`src/rtl/pg_pkg.sv`:
```
package pg_pkg;
   localparam int REG_W     = 32;
   localparam int MAX_SLOTS = 64;

   typedef enum logic [2:0] {
      CFG_CTRL     = 3'd0,
      CFG_PROT_LO  = 3'd1,
      CFG_PROT_HI  = 3'd2,
      CFG_FLAG     = 3'd3,
      CFG_IEN      = 3'd4,
      CFG_FLAG_CMD = 3'd5,
      CFG_FAULT_ID = 3'd6
   } cfg_reg_e;
endpackage

```
`src/rtl/pg_decode.sv`:
```
module pg_decode #(
   parameter int SLOT_W    = 10,
   parameter int OFF_W     = 10,
   parameter int NUM_SLOTS = 64,
   parameter int CFG_SLOT  = 1023,
   parameter int ID_W      = 6,
   localparam int ADDR_W   = SLOT_W + OFF_W
) (
   input  logic [ADDR_W-1:0]              addr,
   input  logic [pg_pkg::MAX_SLOTS-1:0]   prot_vec,
   output logic                           cfg_hit,
   output logic                           prot_hit,
   output logic [ID_W-1:0]                slot_id,
   output logic [OFF_W-1:0]               reg_off
);
   logic [SLOT_W-1:0] slot;
   logic              in_range;
   logic [5:0]        bit_idx;

   always_comb begin
      slot     = addr[ADDR_W-1:OFF_W];
      reg_off  = addr[OFF_W-1:0];
      in_range = (32'(slot) < NUM_SLOTS);
      cfg_hit  = (32'(slot) == CFG_SLOT);
      bit_idx  = 6'(slot);
      slot_id  = ID_W'(slot);
      prot_hit = in_range & prot_vec[bit_idx];
   end
endmodule

```
`src/rtl/pg_regs.sv`:
```
module pg_regs #(
   parameter int OFF_W     = 10,
   parameter int NUM_SLOTS = 64,
   parameter int ID_W      = 6
) (
   input  logic                          clk,
   input  logic                          rst_n,
   input  logic                          wr_en,
   input  logic [OFF_W-1:0]              reg_off,
   input  logic [pg_pkg::REG_W-1:0]      wdata,
   input  logic                          fault,
   input  logic [ID_W-1:0]               fault_id,
   output logic [pg_pkg::REG_W-1:0]      rdata,
   output logic                          en_q,
   output logic [pg_pkg::MAX_SLOTS-1:0]  prot_q,
   output logic                          flag_q,
   output logic                          ien_q,
   output logic [ID_W-1:0]               fid_q,
   output logic                          irq
);
   import pg_pkg::*;

   localparam logic [MAX_SLOTS-1:0] PROT_MASK =
      (NUM_SLOTS >= MAX_SLOTS) ? {MAX_SLOTS{1'b1}}
                               : ((64'd1 << NUM_SLOTS) - 64'd1);

   cfg_reg_e          sel;
   logic              sel_ok;
   logic              cmd_wr, sw_set, sw_clr, flag_nxt;
   logic [REG_W-1:0]  hi_rd;

   assign sel    = cfg_reg_e'(reg_off[2:0]);
   assign sel_ok = (reg_off[OFF_W-1:3] == '0) && (reg_off[2:0] != 3'd7);
   assign cmd_wr = wr_en && sel_ok && (sel == CFG_FLAG_CMD);
   assign sw_set = cmd_wr & wdata[0];
   assign sw_clr = cmd_wr & wdata[1];
   // hardware fault or software set dominates a clear in the same cycle
   assign flag_nxt = fault | sw_set | (flag_q & ~sw_clr);

   generate
      if (NUM_SLOTS > REG_W) begin : g_hi_present
         assign hi_rd = prot_q[MAX_SLOTS-1:REG_W];
      end else begin : g_hi_absent
         assign hi_rd = '0;
      end
   endgenerate

   always_ff @(posedge clk or negedge rst_n) begin
      if (!rst_n) begin
         en_q   <= 1'b1;
         prot_q <= '0;
         flag_q <= 1'b0;
         ien_q  <= 1'b0;
         fid_q  <= '0;
      end else begin
         if (wr_en && sel_ok) begin
            case (sel)
               CFG_CTRL:    en_q   <= wdata[0];
               CFG_PROT_LO: prot_q[REG_W-1:0] <= wdata & PROT_MASK[REG_W-1:0];
               CFG_PROT_HI: prot_q[MAX_SLOTS-1:REG_W] <= wdata & PROT_MASK[MAX_SLOTS-1:REG_W];
               CFG_IEN:     ien_q  <= wdata[0];
               default:     ;
            endcase
         end
         flag_q <= flag_nxt;
         if (fault && !flag_q) fid_q <= fault_id;
      end
   end

   always_comb begin
      rdata = '0;
      if (sel_ok) begin
         case (sel)
            CFG_CTRL:     rdata[0] = en_q;
            CFG_PROT_LO:  rdata    = prot_q[REG_W-1:0];
            CFG_PROT_HI:  rdata    = hi_rd;
            CFG_FLAG:     rdata[0] = flag_q;
            CFG_IEN:      rdata[0] = ien_q;
            CFG_FAULT_ID: rdata[ID_W-1:0] = fid_q;
            default:      rdata    = '0;
         endcase
      end
   end

   assign irq = flag_q & ien_q;
endmodule

```
`src/rtl/periph_guard.sv`:
```
module periph_guard #(
   parameter int SLOT_W    = 10,
   parameter int OFF_W     = 10,
   parameter int DATA_W    = 32,
   parameter int NUM_SLOTS = 64,
   parameter int CFG_SLOT  = 1023,
   localparam int ADDR_W   = SLOT_W + OFF_W,
   localparam int ID_W     = (NUM_SLOTS > 1) ? $clog2(NUM_SLOTS) : 1
) (
   input  logic              clk,
   input  logic              rst_n,
   input  logic              m_valid,
   input  logic              m_write,
   input  logic              m_priv,
   input  logic [ADDR_W-1:0] m_addr,
   input  logic [DATA_W-1:0] m_wdata,
   output logic [DATA_W-1:0] m_rdata,
   output logic              m_blocked,
   output logic              p_valid,
   output logic              p_write,
   output logic [ADDR_W-1:0] p_addr,
   output logic [DATA_W-1:0] p_wdata,
   input  logic [DATA_W-1:0] p_rdata,
   output logic              irq
);
   import pg_pkg::*;

   generate
      if (NUM_SLOTS < 1 || NUM_SLOTS > MAX_SLOTS) begin : g_chk_slots
         $error("periph_guard: NUM_SLOTS must lie in 1..64");
      end
      if (SLOT_W < 6 || OFF_W < 4) begin : g_chk_widths
         $error("periph_guard: SLOT_W >= 6 and OFF_W >= 4 required");
      end
      if (DATA_W < REG_W) begin : g_chk_data
         $error("periph_guard: DATA_W must be at least 32");
      end
      if (CFG_SLOT < NUM_SLOTS || CFG_SLOT >= (1 << SLOT_W)) begin : g_chk_cfg
         $error("periph_guard: CFG_SLOT must be above the peripheral slots");
      end
   endgenerate

   logic                 cfg_hit, prot_hit;
   logic [ID_W-1:0]      slot_id;
   logic [OFF_W-1:0]     reg_off;
   logic [REG_W-1:0]     cfg_rdata;
   logic                 en_q, flag_q, ien_q;
   logic [MAX_SLOTS-1:0] prot_q;
   logic [ID_W-1:0]      fid_q;
   logic                 blk_periph, cfg_deny, cfg_wr;

   pg_decode #(
      .SLOT_W(SLOT_W), .OFF_W(OFF_W), .NUM_SLOTS(NUM_SLOTS),
      .CFG_SLOT(CFG_SLOT), .ID_W(ID_W)
   ) u_decode (
      .addr(m_addr), .prot_vec(prot_q), .cfg_hit(cfg_hit),
      .prot_hit(prot_hit), .slot_id(slot_id), .reg_off(reg_off)
   );

   assign blk_periph = m_valid & en_q & ~m_priv & prot_hit;
   assign cfg_deny   = m_valid & cfg_hit & ~m_priv;
   assign cfg_wr     = m_valid & cfg_hit & m_priv & m_write;

   pg_regs #(
      .OFF_W(OFF_W), .NUM_SLOTS(NUM_SLOTS), .ID_W(ID_W)
   ) u_regs (
      .clk(clk), .rst_n(rst_n), .wr_en(cfg_wr), .reg_off(reg_off),
      .wdata(m_wdata[REG_W-1:0]), .fault(blk_periph), .fault_id(slot_id),
      .rdata(cfg_rdata), .en_q(en_q), .prot_q(prot_q), .flag_q(flag_q),
      .ien_q(ien_q), .fid_q(fid_q), .irq(irq)
   );

   assign m_blocked = blk_periph | cfg_deny;
   assign p_valid   = m_valid & ~cfg_hit & ~blk_periph;
   assign p_write   = p_valid & m_write;
   assign p_addr    = m_addr;
   assign p_wdata   = m_wdata;

   always_comb begin
      if (m_blocked)    m_rdata = '0;
      else if (cfg_hit) m_rdata = DATA_W'(cfg_rdata);
      else              m_rdata = p_rdata;
   end
endmodule

```
`config.mk`:
```
export PLATFORM = sky130hd
export DESIGN_NAME = periph_guard
export DESIGN_NICKNAME = d
export VERILOG_FILES = /design/src/rtl/pg_pkg.sv /design/src/rtl/pg_decode.sv /design/src/rtl/pg_regs.sv /design/src/rtl/periph_guard.sv
export SDC_FILE = /design/constraint.sdc
export NUM_CORES = 1
export LEC_CHECK = 0
export ABC_CLOCK_PERIOD_IN_PS = 3690
export BUFFER_PORTS_ARGS = -buffer_cell sky130_fd_sc_hd__buf_4
export CAP_MARGIN = 0
export CORE_MARGIN = 2
export CORE_UTILIZATION = 56
export CTS_CLUSTER_DIAMETER = 200
export CTS_CLUSTER_SIZE = 20
export DETAILED_ROUTE_END_ITERATION = 6
export PLACE_DENSITY = 0.87
export SLEW_MARGIN = 20
export SYNTH_ARGS = -nofsm -noshare
export SYNTH_HDL_FRONTEND = slang
export SYNTH_HIERARCHICAL = 1
export SYNTH_SLANG_ARGS = --single-unit
```
`constraint.sdc`:
```
create_clock -name clk -period 3.69 [get_ports clk]
set_clock_uncertainty 0.15 [all_clocks]
set_input_delay 0.1845 -clock clk [delete_from_list [all_inputs] [get_ports clk]]
set_output_delay 0.1845 -clock clk [all_outputs]
set_load 0.01 [all_outputs]
```
==> impl_metrics.toml, run 1 <==
[timing]
tns_ns = 0
setup_viol = 0
slew_headroom_pct = 39.6
holdWs_ns = 0.0447
layout_setup_ws_ns = 0.609
rsz0062_at_grt = "false"
worstMarginPinSlew_ns = 0.907
final-hold-violation-count = 0
period_share_pct = 83.5
period_needed_ns = 3.08
fmax_mhz = 325
drv_slew = 0

[die]
start_util_pct = 57.2
rows = 36
io_pins = 177
die-area_um2 = 10700
die_h_um = 103
coreArea_um2 = 9680
die_w_um = 103

[critical_path]
reg2reg_to = "u_regs/fid_q[3]"
worstSetupEndpointType = "output pin"
critPathKind = "reg -> out"
worstRegToRegCells = 9
r2r_slack_ns = 0.75
crit_path_max_fanout = 33
startpoint_type = "flip-flop"
reg2reg_from = "u_regs/prot_q[16]"
cp.required_ns = 3.36
crit_arrival_ns = 2.75
setup.worst_path.start = "u_regs/prot_q[16]"

[place]
dp_hpwl_um = 10200
placedCellCount = 679
dpl_worst_slack_ns = 0.721
placed_cell_area_um2 = 6330
place_congestion = 0.843
io_buffers = 176

[pwr]
pwr_density_cell_nw_per_um2 = 268
ir_drop_uv = 182
p_total_mw = 1.84
power_leakage_nw = 3.28

[flow_run]
drv_cap = 0

[final_layout]
diodes = 0
mostFrequentLayoutCell = "buf_4"
regArea_um2 = 1830
syn_to_final_growth_pct = 24.6
finalInstanceArea_um2 = 6900
multiInputGateArea_um2 = 2950
fin_nets = 680
layout_common_cells = "buf_4 (183), dfrtp_1 (72), mux2_4 (60), mux2i_1 (37), dlygate4sd3_1 (34)"
fin_cells = 729
fin_util_pct = 71.2
drive_gt1_share_pct = 55.9
num-fill-cells = 666

[global_route]
grt_usage_pct = 28.1
grt_pass1_wl_um = 22600
grt_max_degree = 74
antenna_found_initial = 0
overflow = 0
grt_pass1_vias = 4344

[clock_network]
post_cts_buffers = 0
htreeDepth = 3
clkTransAtPathRegs_ns = 0.08
cts_buffer_depth = 2
insertion_delay_ns = 0.35
tritoncts = "yes"
cts_root_buf = "clkbuf_8"
cts_resized = 0
cts_buffers = 9
clkSinkCount = 73

[drt]
routed_wl_um = 14700
drt_first_iter_violations = 220
drtPass1Iterations = 5
viasPerCell = 5.84
wl_per_cell_um = 20.2
ant_nets = 0
vias = 4261
drc = 0

[min_path]
min_path_cells = 2
min_from = "m_addr[14]"
hold_path_class = "in -> reg"
hold_end = "u_regs/fid_q[4]"

[synth]
syn-cell-area_um2 = 5540
syn_inst = 465
ys_async_sr_fraction_pct = 100
ys_ff_latch = 73
syn-num-nets = 554
avgSynthCellArea_um2 = 11.9
synth_cell_types = 46
synth_flop_cell = "dfrtp_1"
ys_warn_count = 6
ys_seq_area_share_pct = 33.0
synth_enable_flop_cells = 0

[status]
status = "completed"
## metal layers
metal | vias to the layer above | wire [um] | global-route usage (%)
li1 | 1890 | - | -
met1 | 2144 | 5840 | 35.8
met2 | 207 | 7710 | 49.0
met3 | 20 | 1030 | 4.50
met4 | 0 | 175 | 8.91
met5 | - | 0 | 0
## synth_stat cells, types with 5 or more instances
cell	count	area (um2)
a21oi_2	30	263
nor2_1	33	124
mux2i_1	37	370
clkbuf_1	10	37.5
mux2_4	60	901
a22oi_1	32	240
buf_4	75	563
mux2_2	25	282
nor2b_1	5	31.3
nand2_1	6	22.5
dfrtp_1	72	1800
buf_6	13	146
mux4_2	8	180
## critical path: stages (launching register included)
cell	delay, ns
dfrtp_1	0.43
mux4_1	0.25
mux2i_1	0.07
o2111a_1	0.23
a311o_1	0.32
a21oi_1	0.21
a21o_4	0.53
and2_1	0.22
buf_4	0.12
## where the power goes
group,switching (mW),internal (mW),leakage (nW),total (mW)
Clock,0.309,0.400,0.105,0.709
Sequential,0.00000533,0.799,1.02,0.799
Combinational,0.161,0.176,2.16,0.337
Total,0.470,1.38,3.28,1.84
## logic make-up after synthesis
kind of cell | synth area share (%)
DFF | 33.0
buffers and inverters | 14.1
muxes | 33.2
and+or+nand+nor | 7.89
AOI/OAI and AO/OA | 11.8
## cell type report
type / instances / share of cell area [%]
multi-input combinational: 287 / 42.7
sequential: 73 / 26.5
timing repair buffer: 217 / 24.9
tap: 133 / 2.41
clock buffer: 10 / 2.00
clock inverter: 6 / 1.32
inverter: 3 / 0.163
## worst max path at each step
stage | end | slack (ns)
6_report | m_blocked | 0.61
3_5_place_dp | u_regs/fid_q[3] | 0.72
2_1_floorplan | u_regs/fid_q[0] | 1.10
3_3_place_gp | u_regs/fid_q[4] | 0.78
5_1_grt | m_rdata[0] | 0.45
4_1_cts | m_blocked | 0.63
## flip-flops by register name (all words and copies together), names as in the netlist
signal         cells
u_regs/en_q        1
u_regs/fid_q       6
u_regs/flag_q      1
u_regs/ien_q       1
u_regs/prot_q     64
## timing repair
action                     in CTS  in global routing
hold endpoints to repair      140                  0
setup endpoints to repair       0                  0
hold buffers                   34                  0
(Power assumes the default switching activity.)
==> inputs of run 2 (changes only) <==
- ABC_AREA: default -> 1
- ABC_CLOCK_PERIOD_IN_PS: 3690 -> 3150
- CORE_UTILIZATION: 56 -> 53
- PLACE_DENSITY: 0.87 -> 0.82
- clock period: 3.69 -> 3.15 ns (I/O delays scaled with it)
==> impl_metrics.toml, run 2 <==
[status]
status = "completed"

[critical_path]
path_delay_family = "simple AND/OR/NAND/NOR gates"
endpoint = "m_rdata[0]"
reg2reg_to = "u_regs/fid_q[4]"
cp_num_cells = 16
cp.required_ns = 2.84
crit_arrival_ns = 2.60
worstSetupEndpointType = "output pin"
critPathKind = "in -> out"
worstRegToRegCells = 14
startpoint_type = "input pin"
r2r_slack_ns = 0.82
path_common_cell = "nor2_1"
crit_buf_inv = 5
worstPathCellList = "dlygate4sd3_1, buf_4, inv_1, nor2_1, nand3_1, nand2_1, nor2_1, nand2_1, nand3_2, a21oi_2, inv_1, nor2_1, nand2_4, nand2_8, nor2_1, buf_4"
setup.worst_path.start = "m_addr[13]"
crit_path_max_fanout = 33
crit_slowest_cell = "dlygate4sd3_1"
reg2reg_from = "u_regs/prot_q[61]"
max_stage_delay_ns = 0.55

[global_route]
met3_usage_pct = 3.65
top_usage_layer = "met2"
grt_pass1_vias = 4984
overflow = 0
antenna_found_initial = 0
grt_pass1_wl_um = 23500
grtUsageMet2_pct = 39.1
met1_usage_pct = 34.8
grt_max_degree = 74
grt_usage_pct = 24.9

[timing]
slew_headroom_pct = 40.1
tns_ns = 0
fmax_mhz = 344
worstMarginPinSlew_ns = 0.898
rsz0062_at_grt = "false"
holdWs_ns = 0.0719
period_needed_ns = 2.91
final-hold-violation-count = 0
setup_viol = 0
drv_slew = 0
period_share_pct = 92.3

[pwr]
pwr_density_cell_nw_per_um2 = 289
power_leakage_nw = 3.78
ir_drop_uv = 237

[clock_network]
cts_resized = 0
clkSinkCount = 73
cts_root_buf = "clkbuf_8"
tritoncts = "yes"
clkTransAtPathRegs_ns = 0.08
post_cts_buffers = 0
cts_buffers = 9
cts_buffer_depth = 2
insertion_delay_ns = 0.35
htreeDepth = 3

[die]
die_h_um = 109
die-area_um2 = 11900
io_pins = 177
coreArea_um2 = 10800
rows = 38
start_util_pct = 54.1
die_w_um = 109

[final_layout]
drive_gt1_share_pct = 29.7
top_register = "u_regs/prot_q"
layout_common_cells = "nand2_1 (268), buf_4 (181), inv_1 (82), dfrtp_1 (72), nand3_1 (49)"
largest_register_ffs = 64
syn_to_final_growth_pct = 20.2
fin_nets = 1020
diodes = 0
top_regs = "u_regs/prot_q x64, u_regs/fid_q x6"
fin_cells = 1076
mostFrequentLayoutCell = "nand2_1"

[synth]
ys_warn_count = 6
synth_flop_cell = "dfrtp_1"
ys_seq_area_share_pct = 31.3
syn_inst = 809
synth_top_area_share_pct = 30.9
syn-num-nets = 898
ys_async_sr_fraction_pct = 100
ys_ff_latch = 73
yosysMostFrequentCell = "nand2_1"
avgSynthCellArea_um2 = 7.21
syn-cell-area_um2 = 5840
yosysTopAreaCell = "dfrtp_1"
synth.area.top_cells = "dfrtp_1 (31%), nand2_1 (17%), buf_4 (9.3%)"
synth_enable_flop_cells = 0
synth_common_cells = "nand2_1 (268), inv_1 (82), buf_4 (72), dfrtp_1 (72), nand3_1 (49)"
synth_cell_types = 36

[drt]
viasPerCell = 5.12
ant_nets = 0
drtPass1Iterations = 5
wl_per_cell_um = 13.6
drt_first_iter_violations = 598
routed_wl_um = 14700
drc = 0
vias = 5507

[place]
place_congestion = 0.960
io_buffers = 176
dp_hpwl_um = 10700
placedCellCount = 1021

[min_path]
hold_path_class = "in -> reg"

[flow_run]
drv_cap = 0
==> run 2: logic make-up (layout without fill, tap and decap cells) <==
kind of cell | after synthesis | in the layout | share of synthesized area (%)
mux | 5 | 5 | 0.965
simple gates | 425 | 425 | 33.0
buf+inv | 198 | 325 | 21.9
compound gates | 108 | 108 | 12.7
flops | 73 | 73 | 31.3
==> run 2: metal layers <==
layer,share of wire [%],vias to the layer above,wire length (um)
met1,43,2492,6310
met2,45,272,6600
li1,-,2712,-
met5,0,-,0
met3,9.6,31,1410
met4,2.3,0,333
==> run 2: area by class of cell <==
cell class                      count  area (um2)
Tap cell                          140         175
Fill cell                         971        3780
Clock buffer                       10         138
Timing Repair Buffer              220        1750
Clock inverter                      6        43.8
Sequential cell                    73        1830
Inverter                           89         349
Multi-Input combinational cell    538        2730
==> run 2: where the power goes <==
part,internal [mW],switching (mW)
Sequential,0.936,0.00000545
Combinational,0.219,0.208
Clock,0.306,0.358
Total,1.46,0.567
==> run 2: worst min path at each step <==
stage          startpoint           endpoint  cells past startpoint
2_1_floorplan       rst_n    u_regs/fid_q[0]                      0
3_3_place_gp        rst_n  u_regs/prot_q[63]                      1
3_5_place_dp        rst_n  u_regs/prot_q[25]                      1
4_1_cts         m_addr[0]       u_regs/ien_q                      4
5_1_grt         m_addr[0]       u_regs/ien_q                      4
6_report        m_addr[0]       u_regs/ien_q                      4
==> run 2: timing repair <==
item,4_1_cts,5_1_grt
hold buffers,39,0
endpoints found under the hold margin,140,0
endpoints found under the setup margin,0,0
==> run 2: worst min-delay path, stage by stage <==
cell	delay, ns
buf_4	0.12
nor3_1	0.08
nand2_1	0.10
o21ai_0	0.08
==> run 2: through the flow <==
stage               utilization [%]  area (um2)  total power [mW]  setup slack (ns)
floorplan                         -        5840              1.19              1.01
global placement               59.7        6440              1.34             0.733
detailed placement             59.7        6440              1.34             0.699
CTS                            65.0        7020              2.04             0.311
global route                   65.0        7020              2.13             0.127
finish                         65.0        7020              2.03             0.243
